`config.mk`:
```
export PLATFORM = sky130hd
export DESIGN_NAME = wake_event_router
export DESIGN_NICKNAME = d
export VERILOG_FILES = /design/src/rtl/wer_pkg.sv /design/src/rtl/wer_sync.sv /design/src/rtl/wer_regs.sv /design/src/rtl/wer_detect.sv /design/src/rtl/wake_event_router.sv
export SDC_FILE = /design/constraint.sdc
export NUM_CORES = 1
export LEC_CHECK = 0
export ABC_AREA = 1
export BUFFER_PORTS_ARGS = -buffer_cell sky130_fd_sc_hd__buf_4
export CORE_MARGIN = 3
export CORE_UTILIZATION = 35
export DETAILED_ROUTE_END_ITERATION = 12
export GPL_ROUTABILITY_DRIVEN = 0
export PLACE_DENSITY = 0.57
export SLEW_MARGIN = 20
export SYNTH_ARGS = -nofsm -noshare
export SYNTH_HDL_FRONTEND = slang
export SYNTH_SLANG_ARGS = --single-unit
```
`constraint.sdc`:
```
create_clock -name clk_i -period 1 [get_ports clk_i]
set_input_delay 0.15 -clock clk_i [delete_from_list [all_inputs] [get_ports clk_i]]
set_output_delay 0.15 -clock clk_i [all_outputs]
set_load 0.01 [all_outputs]
```
`src/rtl/wer_pkg.sv`:
```
package wer_pkg;
  typedef enum logic [1:0] {
    SEL_MODE   = 2'd0,
    SEL_POL    = 2'd1,
    SEL_EN     = 2'd2,
    SEL_STATUS = 2'd3
  } reg_sel_e;

  localparam int unsigned SYNC_STAGES = 2;
endpackage

```
`src/rtl/wer_sync.sv`:
```
module wer_sync #(
  parameter int W      = 4,
  parameter int STAGES = 2
) (
  input  logic         clk_i,
  input  logic         rst_ni,
  input  logic [W-1:0] d_i,
  output logic [W-1:0] q_o
);
  logic [STAGES-1:0][W-1:0] chain_q;

  always_ff @(posedge clk_i or negedge rst_ni) begin
    if (!rst_ni) begin
      chain_q <= '0;
    end else begin
      chain_q[0] <= d_i;
      for (int s = 1; s < STAGES; s++) chain_q[s] <= chain_q[s-1];
    end
  end

  assign q_o = chain_q[STAGES-1];
endmodule

```
`src/rtl/wer_regs.sv`:
```
module wer_regs
  import wer_pkg::*;
#(
  parameter int N = 16
) (
  input  logic         clk_i,
  input  logic         rst_ni,
  input  logic         we_i,
  input  logic [1:0]   addr_i,
  input  logic [N-1:0] wdata_i,
  input  logic [N-1:0] status_i,
  output logic [N-1:0] mode_o,
  output logic [N-1:0] pol_o,
  output logic [N-1:0] en_o,
  output logic [N-1:0] clr_o,
  output logic [N-1:0] rdata_o
);
  reg_sel_e sel;
  assign sel = reg_sel_e'(addr_i);

  always_ff @(posedge clk_i or negedge rst_ni) begin
    if (!rst_ni) begin
      mode_o <= '0;
      pol_o  <= '0;
      en_o   <= '0;
    end else if (we_i) begin
      case (sel)
        SEL_MODE: mode_o <= wdata_i;
        SEL_POL:  pol_o  <= wdata_i;
        SEL_EN:   en_o   <= wdata_i;
        default:  ;
      endcase
    end
  end

  assign clr_o = (we_i && sel == SEL_STATUS) ? wdata_i : '0;

  always_comb begin
    case (sel)
      SEL_MODE: rdata_o = mode_o;
      SEL_POL:  rdata_o = pol_o;
      SEL_EN:   rdata_o = en_o;
      default:  rdata_o = status_i;
    endcase
  end
endmodule

```
`src/rtl/wer_detect.sv`:
```
module wer_detect #(
  parameter int N = 16
) (
  input  logic         clk_i,
  input  logic         rst_ni,
  input  logic [N-1:0] ev_i,
  input  logic [N-1:0] mode_i,
  input  logic [N-1:0] pol_i,
  input  logic [N-1:0] clr_i,
  output logic [N-1:0] status_o
);
  // raw history: a polarity flip alone never looks like an edge
  logic [N-1:0] prev_q;

  always_ff @(posedge clk_i or negedge rst_ni) begin
    if (!rst_ni) prev_q <= '0;
    else         prev_q <= ev_i;
  end

  for (genvar i = 0; i < N; i++) begin : g_ev
    logic qual, hit, st_q;
    assign qual = ev_i[i] ^ pol_i[i];
    assign hit  = qual & ~(prev_q[i] ^ pol_i[i]);

    always_ff @(posedge clk_i or negedge rst_ni) begin
      if (!rst_ni)        st_q <= 1'b0;
      else if (mode_i[i]) st_q <= hit | (st_q & ~clr_i[i]);  // detection beats clear
      else                st_q <= qual;
    end

    assign status_o[i] = st_q;
  end
endmodule

```
`src/rtl/wake_event_router.sv`:
```
module wake_event_router
  import wer_pkg::*;
#(
  parameter  int N_INT = 12,
  parameter  int N_EXT = 4,
  localparam int N_EV  = N_INT + N_EXT
) (
  input  logic             clk_i,
  input  logic             rst_ni,
  input  logic [N_INT-1:0] int_ev_i,
  input  logic [N_EXT-1:0] ext_wake_i,
  input  logic             reg_we_i,
  input  logic [1:0]       reg_addr_i,
  input  logic [N_EV-1:0]  reg_wdata_i,
  output logic [N_EV-1:0]  reg_rdata_o,
  output logic             irq_o,
  output logic             wake_o
);
  logic [N_EXT-1:0] ext_sync;
  logic [N_EV-1:0]  ev_vec, ev_mode, ev_pol, ev_en, ev_clr, ev_status, ev_pend;
  logic             irq_q;

  wer_sync #(.W(N_EXT), .STAGES(SYNC_STAGES)) u_sync (
    .clk_i  (clk_i),
    .rst_ni (rst_ni),
    .d_i    (ext_wake_i),
    .q_o    (ext_sync)
  );

  assign ev_vec = {ext_sync, int_ev_i};

  wer_regs #(.N(N_EV)) u_regs (
    .clk_i    (clk_i),
    .rst_ni   (rst_ni),
    .we_i     (reg_we_i),
    .addr_i   (reg_addr_i),
    .wdata_i  (reg_wdata_i),
    .status_i (ev_status),
    .mode_o   (ev_mode),
    .pol_o    (ev_pol),
    .en_o     (ev_en),
    .clr_o    (ev_clr),
    .rdata_o  (reg_rdata_o)
  );

  wer_detect #(.N(N_EV)) u_detect (
    .clk_i    (clk_i),
    .rst_ni   (rst_ni),
    .ev_i     (ev_vec),
    .mode_i   (ev_mode),
    .pol_i    (ev_pol),
    .clr_i    (ev_clr),
    .status_o (ev_status)
  );

  assign ev_pend = ev_status & ev_en;
  assign wake_o  = |ev_pend;  // no flop: must hold with the clock stopped

  always_ff @(posedge clk_i or negedge rst_ni) begin
    if (!rst_ni) irq_q <= 1'b0;
    else         irq_q <= |ev_pend;
  end

  assign irq_o = irq_q;
endmodule

```
==> results.cfg <==
[status]
status = complete, but fails checks
violations = setup timing

[clock_tree]
cts_buffers = 9
cts_buffer_depth = 2
htree_levels = 3
clockRootBuffer = clkbuf_16
clock_sink_count = 89
cts.clk_slew.worst_paths_ps = 60
worstSkewPairLatency_ps = 340
cts_tree = built

[synthesis]
synthTopCellsByCount = nand2_1 (196), dfrtp_1 (89), inv_1 (65)
synth_top_area_frac = 0.5440
syn_area_mm2 = 0.004094
synthFlopType = dfrtp_1
seq_area_frac_synth = 0.5440
yosys_register_bits = 89
yosys_warnings = 0
avgSynthCellArea_um2 = 8.043
async_reset_ff_frac = 1.000
yosysMostFrequentCell = nand2_1
ys_types = 16
syn_inst = 509
synth_edf_count = 0
yosysTopAreaCell = dfrtp_1
synth_nets = 546
synthTopCellsByArea = dfrtp_1 (54%), nand2_1 (18%), inv_1 (6.0%), nand3_1 (4.5%), o21ai_0 (3.9%)

[power_and_ir_drop]
internal-power_mw = 7.455
p_leak_nw = 2.903
pwr-share-clk = 0.319
peakVddDrop_uv = 755.9
switchingPower_mw = 2.993
seqPwrFrac = 0.435
pwr_density_cell_mw_per_mm2 = 1826
combPwrFrac = 0.246
switching_share = 0.2864

[worst_setup_path]
cp_cell_sequence = nand2_1 > nand3_2 > nor2_2 > nand3_2 > buf_6
critPathSlowestCell = dfrtp_1
critPathMaxStageDelay_ps = 390
cp_max_fo = 2
cp-start-kind = flop
crit_type = reg -> out
cp_common_cell = nand3_2
critPathBufInv = 1
critPathCaptureType = output pin
worst_ep_arrival_time_ps = 1290
crit_family = simple AND/OR/NAND/NOR gates
cp.required_ps = 850

[routing]
routed_via_density = 4.693
drtIter0Drc = 202
drcViolationCount = 0
wl_per_cell_um = 13.42
postRouteAntennaNets = 0
first_pass_iters = 4
vias = 3632
wl_um = 10390

[layout]
n_fill_cell = 1095
multi_input_area_mm2 = 0.001629
diodes = 0
num-nets-final = 666
register_area_mm2 = 0.002228
final_area_mm2 = 0.005720
drive_above_1_share = 0.2776
syn2layout_area_growth_pct = 39.73
utilization = 0.5142

[floorplan]
std_cell_rows = 38
io_pins = 55
die_height_um = 114.2
dieArea_mm2 = 0.01303
die_w_um = 114.2
coreArea_mm2 = 0.01113
initial_core_util = 0.3680

[sta]
finalSetupViolCount = 17
max_freq_ghz = 0.6929
finalMaxSlewViolations = 0
timing.slew.headroom = 0.7037
rsz0062_at_grt = yes
worstMarginPinSlew_ps = 443.9
skew_ps = 6.236
post-route-min-period_ps = 1443
hold_viol = 0
setup_slack_ps = -443.2
fin_crit_sh = 1.443

[grt]
grt_pass1_wl_um = 17390
grt_overflow_total = 0
grt_max_degree = 59
grt_util_all_layers = 0.1704
grt_pass1_vias = 3603
antenna_found_initial = 0

[place]
dpl_cell_area_mm2 = 0.005006
port_buffers = 54
place_hpwl_um = 7162

[flow_run]
drv_cap = 0

[min_path]
min_path_type = in -> reg
## worst paths after layout
path / start / to / slack [ps] / cells past startpoint
worst max register to register: u_regs.mode_o[1]$_DFFE_PN0P_ / u_detect.g_ev[1].st_q$_DFF_PN0_ / 50 / 6
min in group asynchronous: rst_ni / u_detect.prev_q[9]$_DFF_PN0_ / 330 / 3
worst min-delay path: reg_wdata_i[6] / u_detect.g_ev[6].st_q$_DFF_PN0_ / 80 / 4
max in group asynchronous: rst_ni / u_detect.prev_q[0]$_DFF_PN0_ / 320 / 3
worst min register to register: u_sync.chain_q[2]$_DFF_PN0_ / u_sync.q_o[2]$_DFF_PN0_ / 350 / 0
worst max-delay path: u_detect.g_ev[2].st_q$_DFF_PN0_ / wake_o / -440 / 5
## routing by layer
metal | track usage | vias up | part of all wire
met2 | 0.2908 | 70 | 0.50
met5 | 0 | - | 0
met1 | 0.2131 | 1704 | 0.44
met4 | 0.06176 | 0 | 0.017
li1 | - | 1845 | -
met3 | 0.03594 | 13 | 0.049
## kinds of logic (layout without fill, tap and decap cells)
group,after synthesis,after routing,synth area share
and+or+nand+nor,274,274,0.2809
DFF,89,89,0.5440
AOI/OAI and AO/OA,64,64,0.08741
buffers and inverters,82,207,0.08771
## power groups by stage
| stage | sequential, mW | combinational [mW] | clock, mW |
|---|---|---|---|
| 2_1_floorplan | 4.51 | 1.07 | 0 |
| 3_3_place_gp | 4.55 | 2.17 | 0 |
| 3_5_place_dp | 4.57 | 2.20 | 0 |
| 4_1_cts | 4.54 | 2.41 | 3.42 |
| 5_1_grt | 4.61 | 2.89 | 3.59 |
| 6_report | 4.54 | 2.57 | 3.33 |
## layout make-up
cell class	count	area share
clock buffer	13	0.04374
multi-input combinational	338	0.2848
sequential	89	0.3895
tap	140	0.03062
timing repair buffer	123	0.1997
clock inverter	3	0.006999
inverter	68	0.04462
## worst reg2reg max path: stages (launching register included)
cell and delay (ps):
dfrtp_1 400, buf_6 120, inv_1 30, o21ai_1 100, nand2_1 80, inv_2 70, nand2_2 50
## per-stage QoR
stage          hold slack (ps)  cells  power (mW)  worst slack, ps  TNS, ps
6_report                 78.69    774       10.45           -443.2    -5260
5_1_grt                  90.05    774       11.09           -505.6    -6228
4_1_cts                  74.11    770       10.37           -434.8    -5362
3_5_place_dp             177.3    737       6.767           -162.7    -4725
3_3_place_gp             175.8    737       6.721           -147.1    -4444
2_1_floorplan           -145.6    509       5.587            71.87        0
## layout by cell type, fill, tap and decap left out, drive strengths merged
master	instances
buf	106
bufinv	1
clkbuf	13
clkinv	2
dfrtp	89
dlygate4sd3	17
inv	68
nand2	198
nand3	37
nand4	16
nor2	23
o21ai	64
## flip-flops by register name, indices dropped and copies added, names as in the netlist
| signal | cells |
|---|---|
| u_sync.q_o | 4 |
| u_detect.g_ev.st_q | 16 |
| u_regs.pol_o | 16 |
| u_sync.chain_q | 4 |
| irq_o | 1 |
| u_detect.prev_q | 16 |
| u_regs.mode_o | 16 |
| u_regs.en_o | 16 |
## repair_timing
item	in CTS	in global routing
setup buffers	0	5
gates resized for setup	41	35
pin swaps	20	17
hold endpoints to repair	105	0
hold buffers	17	0
setup endpoints to repair	17	25
Power figures use the tool's default switching activity.
